$ cat src/rtl/gpb_pkg.sv
package gpb_pkg;

  localparam int unsigned REG_W  = 32;
  localparam int unsigned HALF_W = 16;
  localparam int unsigned ADDR_W = 12;
  localparam int unsigned LANES  = REG_W / HALF_W;

  localparam logic [ADDR_W-1:0] OFS_SET_LO = 12'h000;
  localparam logic [ADDR_W-1:0] OFS_SET_HI = 12'h004;
  localparam logic [ADDR_W-1:0] OFS_LEVEL  = 12'h060;
  localparam logic [ADDR_W-1:0] OFS_DIR    = 12'h204;
  localparam logic [ADDR_W-1:0] OFS_OUTEN  = 12'h208;

  typedef enum logic [2:0] {
    SEL_NONE,
    SEL_SET_LO,
    SEL_SET_HI,
    SEL_LEVEL,
    SEL_DIR,
    SEL_OUTEN
  } reg_sel_e;

  function automatic reg_sel_e decode_addr(input logic [ADDR_W-1:0] a);
    reg_sel_e s;
    case (a)
      OFS_SET_LO: s = SEL_SET_LO;
      OFS_SET_HI: s = SEL_SET_HI;
      OFS_LEVEL:  s = SEL_LEVEL;
      OFS_DIR:    s = SEL_DIR;
      OFS_OUTEN:  s = SEL_OUTEN;
      default:    s = SEL_NONE;
    endcase
    return s;
  endfunction

  function automatic logic [REG_W-1:0] low_ones(input int unsigned n);
    logic [REG_W-1:0] m;
    m = '0;
    for (int i = 0; i < REG_W; i++) begin
      if (i < n) m[i] = 1'b1;
    end
    return m;
  endfunction

endpackage

$ cat src/rtl/gpb_sync.sv
module gpb_sync #(
  parameter int unsigned W      = 32,
  parameter int unsigned STAGES = 2
) (
  input  logic         clk,
  input  logic         rst_n,
  input  logic [W-1:0] async_in,
  output logic [W-1:0] sync_out
);

  logic [W-1:0] chain [STAGES];

  generate
    for (genvar s = 0; s < STAGES; s++) begin : g_stage
      if (s == 0) begin : g_first
        always_ff @(posedge clk or negedge rst_n) begin
          if (!rst_n) chain[0] <= '0;
          else        chain[0] <= async_in;
        end
      end else begin : g_next
        always_ff @(posedge clk or negedge rst_n) begin
          if (!rst_n) chain[s] <= '0;
          else        chain[s] <= chain[s-1];
        end
      end
    end
  endgenerate

  assign sync_out = chain[STAGES-1];

endmodule

$ cat src/rtl/gpb_half_lane.sv
module gpb_half_lane #(
  parameter int unsigned        HW   = 16,
  parameter logic [HW-1:0]      IMPL = '1
) (
  input  logic            clk,
  input  logic            rst_n,
  input  logic            wr_stb,
  input  logic [2*HW-1:0] wdata,
  output logic [HW-1:0]   val_q
);

  logic [HW-1:0] keep;
  logic [HW-1:0] fresh;
  logic [HW-1:0] nxt;

  assign keep  = wdata[2*HW-1:HW];
  assign fresh = wdata[HW-1:0];
  assign nxt   = ((val_q & keep) | (fresh & ~keep)) & IMPL;

  always_ff @(posedge clk or negedge rst_n) begin
    if (!rst_n)      val_q <= '0;
    else if (wr_stb) val_q <= nxt;
  end

endmodule

$ cat src/rtl/gpb_cfg_reg.sv
module gpb_cfg_reg #(
  parameter int unsigned   W      = 32,
  parameter logic [W-1:0]  IMPL   = '1,
  parameter logic [W-1:0]  FORCED = '0
) (
  input  logic         clk,
  input  logic         rst_n,
  input  logic         wr_stb,
  input  logic [W-1:0] wdata,
  output logic [W-1:0] q
);

  localparam logic [W-1:0] TIED = FORCED & IMPL;
  localparam logic [W-1:0] FREE = IMPL & ~FORCED;

  logic [W-1:0] store_q;

  always_ff @(posedge clk or negedge rst_n) begin
    if (!rst_n)      store_q <= '0;
    else if (wr_stb) store_q <= wdata & FREE;
  end

  assign q = store_q | TIED;

  a_r6_r7_cfg_holds: assert property (@(posedge clk) disable iff (!rst_n)
    !wr_stb |=> $stable(q));

endmodule

$ cat src/rtl/gpb_bank.sv
module gpb_bank #(
  parameter int unsigned NUM_PINS    = 32,
  parameter int unsigned SYNC_STAGES = 2,
  parameter logic [31:0] FORCED_OUT  = 32'h0
) (
  input  logic                        clk,
  input  logic                        rst_n,
  input  logic [gpb_pkg::ADDR_W-1:0]  reg_addr,
  input  logic                        reg_wr,
  input  logic [gpb_pkg::REG_W-1:0]   reg_wdata,
  output logic [gpb_pkg::REG_W-1:0]   reg_rdata,
  input  logic [NUM_PINS-1:0]         pad_in,
  output logic [NUM_PINS-1:0]         pad_out,
  output logic [NUM_PINS-1:0]         pad_oe
);
  import gpb_pkg::*;

  localparam logic [REG_W-1:0] IMPL_MASK = low_ones(NUM_PINS);

  reg_sel_e         sel;
  logic [REG_W-1:0] in_ext;
  logic [REG_W-1:0] in_sync;
  logic [REG_W-1:0] out_all;
  logic [REG_W-1:0] dir_q;
  logic [REG_W-1:0] oe_q;
  logic [REG_W-1:0] drive;
  logic [REG_W-1:0] level;

  assign sel = decode_addr(reg_addr);

  always_comb begin
    in_ext = '0;
    in_ext[NUM_PINS-1:0] = pad_in;
  end

  gpb_sync #(.W(REG_W), .STAGES(SYNC_STAGES)) u_sync (
    .clk(clk), .rst_n(rst_n), .async_in(in_ext), .sync_out(in_sync)
  );

  generate
    for (genvar k = 0; k < LANES; k++) begin : g_lane
      logic [HALF_W-1:0] lane_q;
      logic              lane_wr;
      assign lane_wr = reg_wr && (sel == ((k == 0) ? SEL_SET_LO : SEL_SET_HI));
      gpb_half_lane #(.HW(HALF_W), .IMPL(IMPL_MASK[k*HALF_W +: HALF_W])) u_lane (
        .clk(clk), .rst_n(rst_n), .wr_stb(lane_wr), .wdata(reg_wdata), .val_q(lane_q)
      );
      assign out_all[k*HALF_W +: HALF_W] = lane_q;
    end
  endgenerate

  gpb_cfg_reg #(.W(REG_W), .IMPL(IMPL_MASK), .FORCED(FORCED_OUT)) u_dir (
    .clk(clk), .rst_n(rst_n), .wr_stb(reg_wr && sel == SEL_DIR),
    .wdata(reg_wdata), .q(dir_q)
  );

  gpb_cfg_reg #(.W(REG_W), .IMPL(IMPL_MASK), .FORCED(32'h0)) u_oen (
    .clk(clk), .rst_n(rst_n), .wr_stb(reg_wr && sel == SEL_OUTEN),
    .wdata(reg_wdata), .q(oe_q)
  );

  assign drive = dir_q & oe_q;
  assign level = ((drive & out_all) | (~drive & in_sync)) & IMPL_MASK;

  assign pad_out = out_all[NUM_PINS-1:0];
  assign pad_oe  = drive[NUM_PINS-1:0];

  always_comb begin
    case (sel)
      SEL_LEVEL: reg_rdata = level;
      SEL_DIR:   reg_rdata = dir_q;
      SEL_OUTEN: reg_rdata = oe_q;
      default:   reg_rdata = '0;
    endcase
  end

  a_r2_low_keep: assert property (@(posedge clk) disable iff (!rst_n)
    (reg_wr && sel == SEL_SET_LO) |=>
      (((out_all[15:0] ^ $past(out_all[15:0])) & $past(reg_wdata[31:16])) == 16'h0));

  a_r3_high_keep: assert property (@(posedge clk) disable iff (!rst_n)
    (reg_wr && sel == SEL_SET_HI) |=>
      (((out_all[31:16] ^ $past(out_all[31:16])) & $past(reg_wdata[31:16])) == 16'h0));

  a_r11_out_idle: assert property (@(posedge clk) disable iff (!rst_n)
    !(reg_wr && (sel == SEL_SET_LO || sel == SEL_SET_HI)) |=> $stable(out_all));

  a_r9_upper_zero: assert property (@(posedge clk) disable iff (!rst_n)
    (reg_rdata & ~IMPL_MASK) == '0);

endmodule

$ cat config.mk
export PLATFORM = sky130hd
export DESIGN_NAME = gpb_bank
export DESIGN_NICKNAME = d
export VERILOG_FILES = /design/src/rtl/gpb_pkg.sv /design/src/rtl/gpb_sync.sv /design/src/rtl/gpb_half_lane.sv /design/src/rtl/gpb_cfg_reg.sv /design/src/rtl/gpb_bank.sv
export SDC_FILE = /design/constraint.sdc
export NUM_CORES = 1
export LEC_CHECK = 0
export BUFFER_PORTS_ARGS = -buffer_cell sky130_fd_sc_hd__clkbuf_2
export CAP_MARGIN = 20
export CORE_UTILIZATION = 53
export DETAILED_ROUTE_END_ITERATION = 6
export GPL_ROUTABILITY_DRIVEN = 0
export GPL_TIMING_DRIVEN = 0
export PLACE_DENSITY = 0.81
export SLEW_MARGIN = 0
export SYNTH_ARGS = -nofsm -noshare
export SYNTH_HDL_FRONTEND = slang
export SYNTH_SLANG_ARGS = --single-unit
$ cat constraint.sdc
create_clock -name clk -period 1.8 [get_ports clk]
set_input_delay 0.18 -clock clk [delete_from_list [all_inputs] [get_ports clk]]
set_output_delay 0.18 -clock clk [all_outputs]
set_load 0.005 [all_outputs]
==> run metrics, run 1 <==
Yosys reg bits=160; layout cell share with drive strength beyond 1=47.9%; Clk Latency, worst-skew pair=0.43 ns; Avg Cell Area, Syn=around 14 sq um; via count=5229; Final Util=74.1%; leak pwr=4.41 nW; commonest non-fill, non-tap cell in the layout=dfrtp_1; hpwl dp=12100 um; worst hold stages=2; vias in the first global route=about 5200; Slew Viols, Final=0; area grow syn2layout=36.7%; unrepaired setup endpoints after global routing=true; CP startpoint kind=input pin; most frequent cells in the layout=160 x dfrtp_1, 151 x clkbuf_2, 63 x mux2_2, 39 x dlygate4sd3_1, 35 x buf_2; die height=between 100 and 150 um; CTS tree=yes; outcome=complete, but fails checks; Max-Cap Viols=0; clk_skew=~0.005 ns; WL final=19100 um; post-place instance area=0.00793 sq mm; Hold WC Path Type=in2reg; Worst R2R End=u_oen.q[17]; Worst Path Class, Setup=in2out; largest net degree at the start of global routing=98; Initial Util=54.2%; Sink Count=160; yosys warns=0; drt via density=5.79; Core ar.=0.0126 sq mm; worst hold endpoint=u_oen.q[1]; Period Utilization, post-route=111%; endpoint class of the critical path=output pin; Post-Syn Instances=477; Setup-failing EPs final=32; Nets=between 700 and 800; Register Area=0.00400 sq mm; Ports=175; Syn Nets=556; global route total overflow=0; Peak VDD IR=843 uV; Syn Std Cell Area=0.00681 sq mm; fillcell total=773; start point of the critical path=reg_addr[10]; crit path time final=2.01 ns; failing checks=negative setup slack; Max transition margin=46.7%; Num CTS Buffers=17; die area=0.0133 sq mm; area of the multi-input gates=0.00282 sq mm; pwr dens=824 mW/mm^2; port bufs=174; worst-margin pin slew=0.799 ns; Place WS=-0.555 ns; Final Hold Viols=0; HP Start=reg_wdata[1]; DRC=0; cell area after layout=0.00931 sq mm; clock slew at reported path FFs=0.06 ns; CTS root buffer=clkbuf_16; Yosys cell types=23; first-pass GRT wire length=roughly 29000 um; initial antenna violation count=0; WL/cell=between 20 and 25 um; Iter 0 DRT Violations=436; R2R setup slack=0.96 ns; Arrival @ worst endpoint=1.83 ns; post-synthesis sequential area ratio=58.8%; Max Freq=499 MHz; RR Startpoint=u_oen.q[17]; final worst slack=-0.205 ns; setup TNS=-5.34 ns; First-pass DRT Iterations=4; site row count=41; worst-path fanout max=8; Worst EP required=between 1.5 and 2 ns; R2R depth=1; die width=115 um; Routed Antenna Nets=0; ANT cells=0; GRT Util Overall=29.6%; CTS H-tree lvls=4; Clock Path Buffers=2
## worst max path at each step
stage | end | slack, ns | cells after the start
floorplan | reg_rdata[0] | 0.05 | 6
global placement | u_sync.chain[59] | -2.08 | 1
detailed placement | u_dir.q[21] | -0.55 | 5
CTS | reg_rdata[11] | -0.23 | 8
global route | reg_rdata[7] | -0.23 | 7
finish | reg_rdata[21] | -0.21 | 7
## routing by layer
layer	share of wire, %	track usage [%]	wire, um	vias to the layer above
met4	2.4	12.6	461	0
met2	50	49.3	9630	273
met5	0	0	0	-
met1	40	36.5	7680	2641
li1	-	-	-	2275
met3	7.0	7.85	1350	40
## power by group
part | leakage (nW) | internal, mW | switching [mW]
logic | 2.05 | 0.191 | 0.239
registers | 2.09 | 3.68 | 0.0267
clock network | 0.278 | 2.14 | 1.40
total | 4.41 | 6.01 | 1.67
## cell type report
type	count	area share, %
flip-flops and latches	160	43.0
multi-input cells	285	30.3
repair buffers	224	15.8
clock buffers	22	5.09
well taps	172	2.31
plain buffers	30	2.30
clock inverters	10	1.18
## repair_timing
action                                  4_1_cts  5_1_grt
gates cloned                                  2        1
setup buffers                                 4        3
hold endpoints to repair                    135        0
resized for setup                            41       44
hold buffers                                 39        0
pin swaps                                     2        4
endpoints found under the setup margin       62       70
## cell families after synthesis
kind of cell           synth area share [%]
AND/OR/NAND/NOR                        8.98
multiplexers                           20.6
AO/OA/AOI/OAI                          9.22
flip-flops                             58.8
buffers and inverters                  2.43
## cell usage after synthesis
cell | count | area, sq um
or4b_1 | 1 | 10.0
o22ai_1 | 2 | 12.5
dfrtp_1 | 160 | 4000
clkbuf_1 | 13 | 48.8
nor4b_2 | 2 | 30.0
or4bb_1 | 1 | 11.3
nand2b_1 | 16 | 100
nand2_1 | 1 | 3.75
or3_1 | 1 | 6.26
clkbuf_2 | 1 | 5.00
nand4_1 | 2 | 12.5
mux2_2 | 63 | 709
mux2_1 | 33 | 372
buf_1 | 3 | 11.3
buf_2 | 11 | 55.1
nor4_1 | 33 | 206
buf_6 | 4 | 45.0
and2_1 | 32 | 200
o22ai_2 | 30 | 375
a22oi_1 | 32 | 240
nor4b_1 | 1 | 8.76
mux2i_1 | 32 | 320
or4_1 | 3 | 22.5
## worst max-delay path, cell delays in order
cell and delay, ns:
buf_6 0.09, or4_4 0.56, or3_4 0.41, buf_12 0.17
clkbuf_16 0.16, o22ai_2 0.11, clkbuf_2 0.14
## metrics by stage
stage | instances | power, mW | hold WS, ns
2_1_floorplan | 477 | 3.85 | -0.116
3_3_place_gp | 823 | 4.07 | 0.289
3_5_place_dp | 824 | 4.09 | 0.290
4_1_cts | 900 | 7.71 | 0.00111
5_1_grt | 903 | 7.93 | 0.00137
6_report | 903 | 7.67 | 0.0100
Power figures use the tool's default switching activity.
==> inputs of run 2 (changes only) <==
CORE_UTILIZATION = 41   (was 53)
PLACE_DENSITY = 0.65   (was 0.81)
==> run 2 against run 1 <==
The run still ends with negative setup slack left. Worst setup slack better by 0.013 ns. Final cell count up 4.1%. First-iteration DRC count down 26%. Global-route usage down 6.5 points. Critical path depth unchanged. Count of clock-buffer cells in the layout down 2. Combinational power down 3%. Hold slack better by 0.0033 ns. Critical endpoint is now reg_rdata[30]. Largest cell class unchanged.
==> run metrics, run 2 (synthesis gave the netlist of run 1 again) <==
die area=0.0171 sq mm (+29%); Register Area=0.00400 sq mm (unchanged); Ports=175 (unchanged); DP Cell Count=868 (+5.3%); Worst Path Class, Setup=in2out; met1 wire length=8320 um (+8.3%); WL met3=1270 um (-6.1%); leak pwr=4.40 nW (-0.15%); crit path time final=1.99 ns (-0.0127 ns); fillcell total=1310 (+69%); commonest non-fill, non-tap cell in the layout=dfrtp_1; cell area after layout=0.00933 sq mm (+0.19%); GRT Util Overall=23.1% (-6.5 points); Nets=790 (-0.88%); Max-Cap Viols=0 (unchanged); Num CTS Buffers=17 (unchanged); Period Utilization, post-route=111% (-0.71 points); CP startpoint kind=input pin; initial antenna violation count=0 (unchanged); die height=131 um (+13%); R2R depth=1 (unchanged); clock slew at reported path FFs=0.07 ns (about the same); CTS root buffer=clkbuf_16; worst hold stages=2 (unchanged); Worst EP required=1.62 ns (about the same); layout cell share with drive strength beyond 1=47.7% (-0.23 points); CTS H-tree lvls=4 (unchanged); area of the multi-input gates=0.00280 sq mm (-0.93%); First-pass DRT Iterations=4 (unchanged); worst-margin pin slew=0.840 ns (+0.0408 ns); outcome=complete, but fails checks; most frequent cells in the layout=160 x dfrtp_1, 154 x clkbuf_2, 63 x mux2_2, 35 x dlygate4sd3_1, 34 x buf_2; Sink Count=160 (unchanged); port bufs=174 (unchanged); final worst slack=-0.192 ns (+0.0127 ns); Iter 0 DRT Violations=321 (-26%); met2 WL=9330 um (-3.1%); global route total overflow=0 (unchanged); Max transition margin=44.0% (-2.7 points); Clk Latency, worst-skew pair=0.42 ns (about the same); CP cell instances=buf_6 > or4_4 > or3_4 > buf_12 > clkbuf_16 > o22ai_4 > clkbuf_2; Slew Viols, Final=0 (unchanged); CP max stage delay=0.53 ns (-0.03 ns); clk_skew=0.00390 ns (-0.00117 ns); die width=131 um (+13%); DR top layer=met4; Final Util=58.1% (-16 points); R2R setup slack=0.98 ns (+0.02 ns); final non-filler cell total=940 (+4.1%); Clock Path Buffers=2 (unchanged); largest net degree at the start of global routing=105 (+7.1%); Max Freq=502 MHz (+0.64%); post-place instance area=0.00799 sq mm (+0.69%); via count=4925 (-5.8%); vias in the first global route=5168 (-1.2%); ANT cells=0 (unchanged); worst-path fanout max=8 (unchanged); Final Power=8.00 mW (+4.3%); pwr dens=858 mW/mm^2 (+4.1%); site row count=46 (+12%); area grow syn2layout=36.9%; CP Buf/Inv Count=4 (unchanged); Initial Util=42.4% (-12 points); CTS tree=yes; Critical Path Slowest Stage Cell=or4_4; failing checks=negative setup slack; top cell family by delay on the critical path=simple AND/OR/NAND/NOR gates; Routed Antenna Nets=0 (unchanged); Core ar.=0.0161 sq mm (+28%); WL final=19100 um (-0.14%); unrepaired setup endpoints after global routing=true; endpoint class of the critical path=output pin; DRC=0 (unchanged); Arrival @ worst endpoint=1.81 ns (-0.02 ns); Place WS=-0.660 ns (-0.105 ns); drt via density=5.24 (-9.5%); Levels on crit path=7 (unchanged); WL/cell=20.3 um (-4.1%); first-pass GRT wire length=28500 um (unchanged); hpwl dp=12900 um (+6.2%); Setup-failing EPs final=32 (unchanged); Peak VDD IR=690 uV (-18%); Hold WC Path Type=in2reg; Final Hold Viols=0 (unchanged)
[run 2: changes by cell type in the layout (fill, tap and decap cells not counted), moves of 3 or more]
| cell | before | now |
|---|---|---|
| clkbuf_4 | 3 | 0 |
| clkinv_2 | 4 | 1 |
| buf_4 | 7 | 4 |
| clkinv_4 | 0 | 3 |
| dlygate4sd3_1 | 39 | 35 |
| clkbuf_2 | 151 | 154 |
| nor4_1 | 23 | 26 |
| nor4_2 | 10 | 7 |
[run 2: what timing repair did]
action	4_1_cts	5_1_grt
hold buffers	35	0
endpoints found under the setup margin	64	36
endpoints found under the hold margin	90	0
pin swaps	1	2
setup buffers	1	3
resized for setup	40	43
cloned	1	2
[run 2: worst paths after layout]
path                             startpoint                   to
setup / recovery               reg_addr[10]        reg_rdata[30]
hold / removal                reg_wdata[23]          u_oen.q[23]
setup reg to reg                  flip-flop            flip-flop
hold reg to reg            u_sync.chain[42]  u_sync.sync_out[10]
max in group asynchronous             rst_n     u_sync.chain[42]
min in group asynchronous             rst_n          u_dir.q[20]
[run 2: per-layer routing]
layer	vias up	global-route usage [%]
li1	2254	-
met1	2478	29.2
met5	-	0
met3	18	6.15
met4	0	7.03
met2	175	38.6
[run 2: cell type report]
cell class,count,share of cell area (%)
sequential,160,42.9
buffer,30,2.24
timing repair buffer,217,15.1
clock inverter,12,1.96
clock buffer,20,4.90
multi-input combinational,285,30.0
tap,216,2.90
[run 2: where the power goes]
part,switching [mW],internal [mW]
logic,0.233,0.182
clock network,1.48,2.40
registers,0.0259,3.68
total,1.74,6.26
[run 2: stage by stage]
stage          hold slack, ns  setup TNS, ns
2_1_floorplan          -0.116              0
3_3_place_gp            0.288        -400.36
3_5_place_dp            0.181         -55.07
4_1_cts              0.000304          -7.04
5_1_grt               0.00728          -5.61
6_report               0.0133          -4.49
==> inputs of run 3 (changes only) <==
--- a/config.mk
+++ b/config.mk
@@ -7,3 +7,2 @@
 export LEC_CHECK = 0
-export BUFFER_PORTS_ARGS = -buffer_cell sky130_fd_sc_hd__clkbuf_2
 export CAP_MARGIN = 20
@@ -11,5 +10,6 @@
 export DETAILED_ROUTE_END_ITERATION = 6
+export DONT_BUFFER_PORTS = 1
 export GPL_ROUTABILITY_DRIVEN = 0
 export GPL_TIMING_DRIVEN = 0
-export PLACE_DENSITY = 0.65
+export PLACE_DENSITY = 0.56
 export SLEW_MARGIN = 0
==> constraint.sdc (replaced) <==
create_clock -name clk -period 1.8 [get_ports clk]
set_input_delay 0.27 -clock clk [delete_from_list [all_inputs] [get_ports clk]]
set_output_delay 0.27 -clock clk [all_outputs]
set_load 0.005 [all_outputs]
==> run 3 against run 2 <==
The run ends with negative hold slack, negative setup slack left. Critical path depth decreased by 2. Clock skew increased by 0.0032 ns. Wire length is 0.43% higher. Largest cell class unchanged. Power rose by 0.18%. Via count shrank 9.4%. Combinational power down 27%. Register-to-register slack worse by 0.03 ns. Critical path type unchanged. Fmax rose by 3.0%. Critical endpoint is now reg_rdata[23]. Clock power is 3% higher. First-iteration DRC count is 57% lower. Final cell count decreased by 16%.
==> run metrics, run 3 (synthesis gave the netlist of run 1 again) <==
setup TNS=-3.26 ns (+1.22 ns); most frequent cells in the layout=160 x dfrtp_1, 64 x dlygate4sd3_1, 63 x mux2_2, 33 x mux2_1; GRT Util Overall=23.1% (about the same); Peak VDD IR=701 uV (+1.7%); Clk Latency, worst-skew pair=0.43 ns (about the same); Nets=643 (-19%); Top Usage Layer GRT=met2; worst hold margin=-0.463 ns (-0.476 ns); DRC=0 (unchanged); via count=4461 (-9.4%); final worst slack=-0.134 ns (+0.0583 ns); Critical Path Slowest Stage Cell=or4bb_1; Iter 0 DRT Violations=138 (-57%); unrepaired setup endpoints after global routing=true; CP cell instances=or4bb_1 > or3_4 > buf_12 > buf_12 > o22ai_4; vias in the first global route=4685 (-9.3%); R2R depth=1 (unchanged); Place WS=-0.546 ns (+0.114 ns); CP max stage delay=0.51 ns (-0.02 ns); Max-Cap Viols=0 (unchanged); clk_skew=0.00714 ns (+0.00324 ns); Worst EP required=1.53 ns (-0.09 ns); Initial Util=42.4% (unchanged); first-pass GRT wire length=27700 um (-2.7%); Max Freq=517 MHz (+3.0%); Arrival @ worst endpoint=1.66 ns (-0.15 ns); Ports=175 (unchanged); largest net degree at the start of global routing=161 (+53%); post-place instance area=0.00729 sq mm (-8.8%); drt via density=5.63 (+7.5%); Core ar.=0.0161 sq mm (unchanged); worst-margin pin slew=0.968 ns (+0.127 ns); Routed Antenna Nets=0 (unchanged); Period Utilization, post-route=107% (-3.2 points); die height=131 um (unchanged); die width=131 um (unchanged); Slew Viols, Final=0 (unchanged); global route total overflow=0 (unchanged); DP Cell Count=693 (-20%); failing checks=negative hold slack, negative setup slack; fillcell total=1314 (+0.31%); worst-path fanout max=7 (-1); Post-CTS Hold Buffers=64 (+83%); Num CTS Buffers=17 (unchanged); Max transition margin=35.5% (-8.5 points); CTS H-tree lvls=4 (unchanged); CTS root buffer=clkbuf_16; WL final=19200 um (+0.43%); die area=0.0171 sq mm (unchanged); Final Util=55.6% (-2.5 points); layout cell share with drive strength beyond 1=33.0% (-15 points); commonest non-fill, non-tap cell in the layout=dfrtp_1; leak pwr=3.72 nW (-16%); Hold WC Path Type=in2async; endpoint class of the critical path=output pin; CP startpoint kind=input pin; initial antenna violation count=0 (unchanged); GR Layer Usage met2=38.2% (-0.40 points); Final Hold Viols=160 (+160); R2R setup slack=0.95 ns (-0.03 ns); area grow syn2layout=31.0%; Sink Count=160 (unchanged); site row count=46 (unchanged); Most Frequent Cell on Critical Path=buf_12; Final Power=8.02 mW (+0.18%); grt met3 use=8.31% (+2.2 points); Clock Path Buffers=2 (unchanged); cell area after layout=0.00892 sq mm (-4.3%); First-pass DRT Iterations=4 (unchanged); Worst Path Class, Setup=in2out; Setup-failing EPs final=32 (unchanged); outcome=complete, but fails checks; met1 usage=28.2% (-0.99 points); hpwl dp=12400 um (-4.2%); CTS tree=yes; crit path time final=1.93 ns (-0.0583 ns); final non-filler cell total=792 (-16%); clock slew at reported path FFs=0.07 ns (about the same); ANT cells=0 (unchanged); WL/cell=24.2 um (+19%); port bufs=0 (-100%); pwr dens=899 mW/mm^2 (+4.7%)
-- run 3: changes by cell type in the layout (fill, tap and decap cells not counted), moves of 3 or more --
cell           before  now
clkbuf_1            7    4
o22ai_4             9   23
nor4_1             26    7
clkbuf_2          154    5
dlygate4sd3_1      35   64
buf_2              34    7
buf_4               4    9
nor4_2              7   26
o22ai_2            22    9
-- run 3: area by class of cell --
type                       instances  area [sq um]  share of cell area, %
clock buffer                      19           453                   5.08
buffer                            30           239                   2.68
multi-input combinational        285          3030                   33.9
sequential                       160          4000                   44.9
tap                              216           270                   3.03
timing repair buffer              70           723                   8.11
clock inverter                    12           206                   2.31
-- run 3: power by group --
part	internal [mW]	leakage (nW)	switching, mW
clock network	2.54	0.320	1.47
registers	3.68	2.09	0.0265
logic	0.155	1.31	0.149
total	6.37	3.72	1.65
-- run 3: worst max path at each step --
stage,start,end,depth (start not counted)
finish,reg_addr[7],reg_rdata[23],5
global route,reg_addr[7],reg_rdata[23],5
CTS,reg_addr[8],reg_rdata[7],6
detailed placement,reg_addr[1],u_dir.q[1],4
global placement,reg_addr[1],reg_rdata[0],4
floorplan,reg_addr[1],reg_rdata[0],6
-- run 3: per-layer routing --
| layer | part of all wire (%) | vias up | routed length, um |
|---|---|---|---|
| met4 | 1.1 | 0 | 218 |
| met3 | 7.0 | 17 | 1350 |
| li1 | - | 1968 | - |
| met2 | 50 | 140 | 9500 |
| met1 | 42 | 2336 | 8110 |
| met5 | 0 | - | 0 |
-- run 3: worst max-delay path, delay by kind of cell --
kind	cells	cell delay (ns)
buffers and inverters	2	0.31
AND/OR/NAND/NOR	2	0.92
AO/OA/AOI/OAI	1	0.15
-- run 3: repair_timing --
action                                  4_1_cts  5_1_grt
setup buffers                                 4        0
pin swaps                                     3        3
endpoints found under the hold margin       288      160
cloned                                        1        1
endpoints found under the setup margin       52       32
gates resized for setup                      42       20
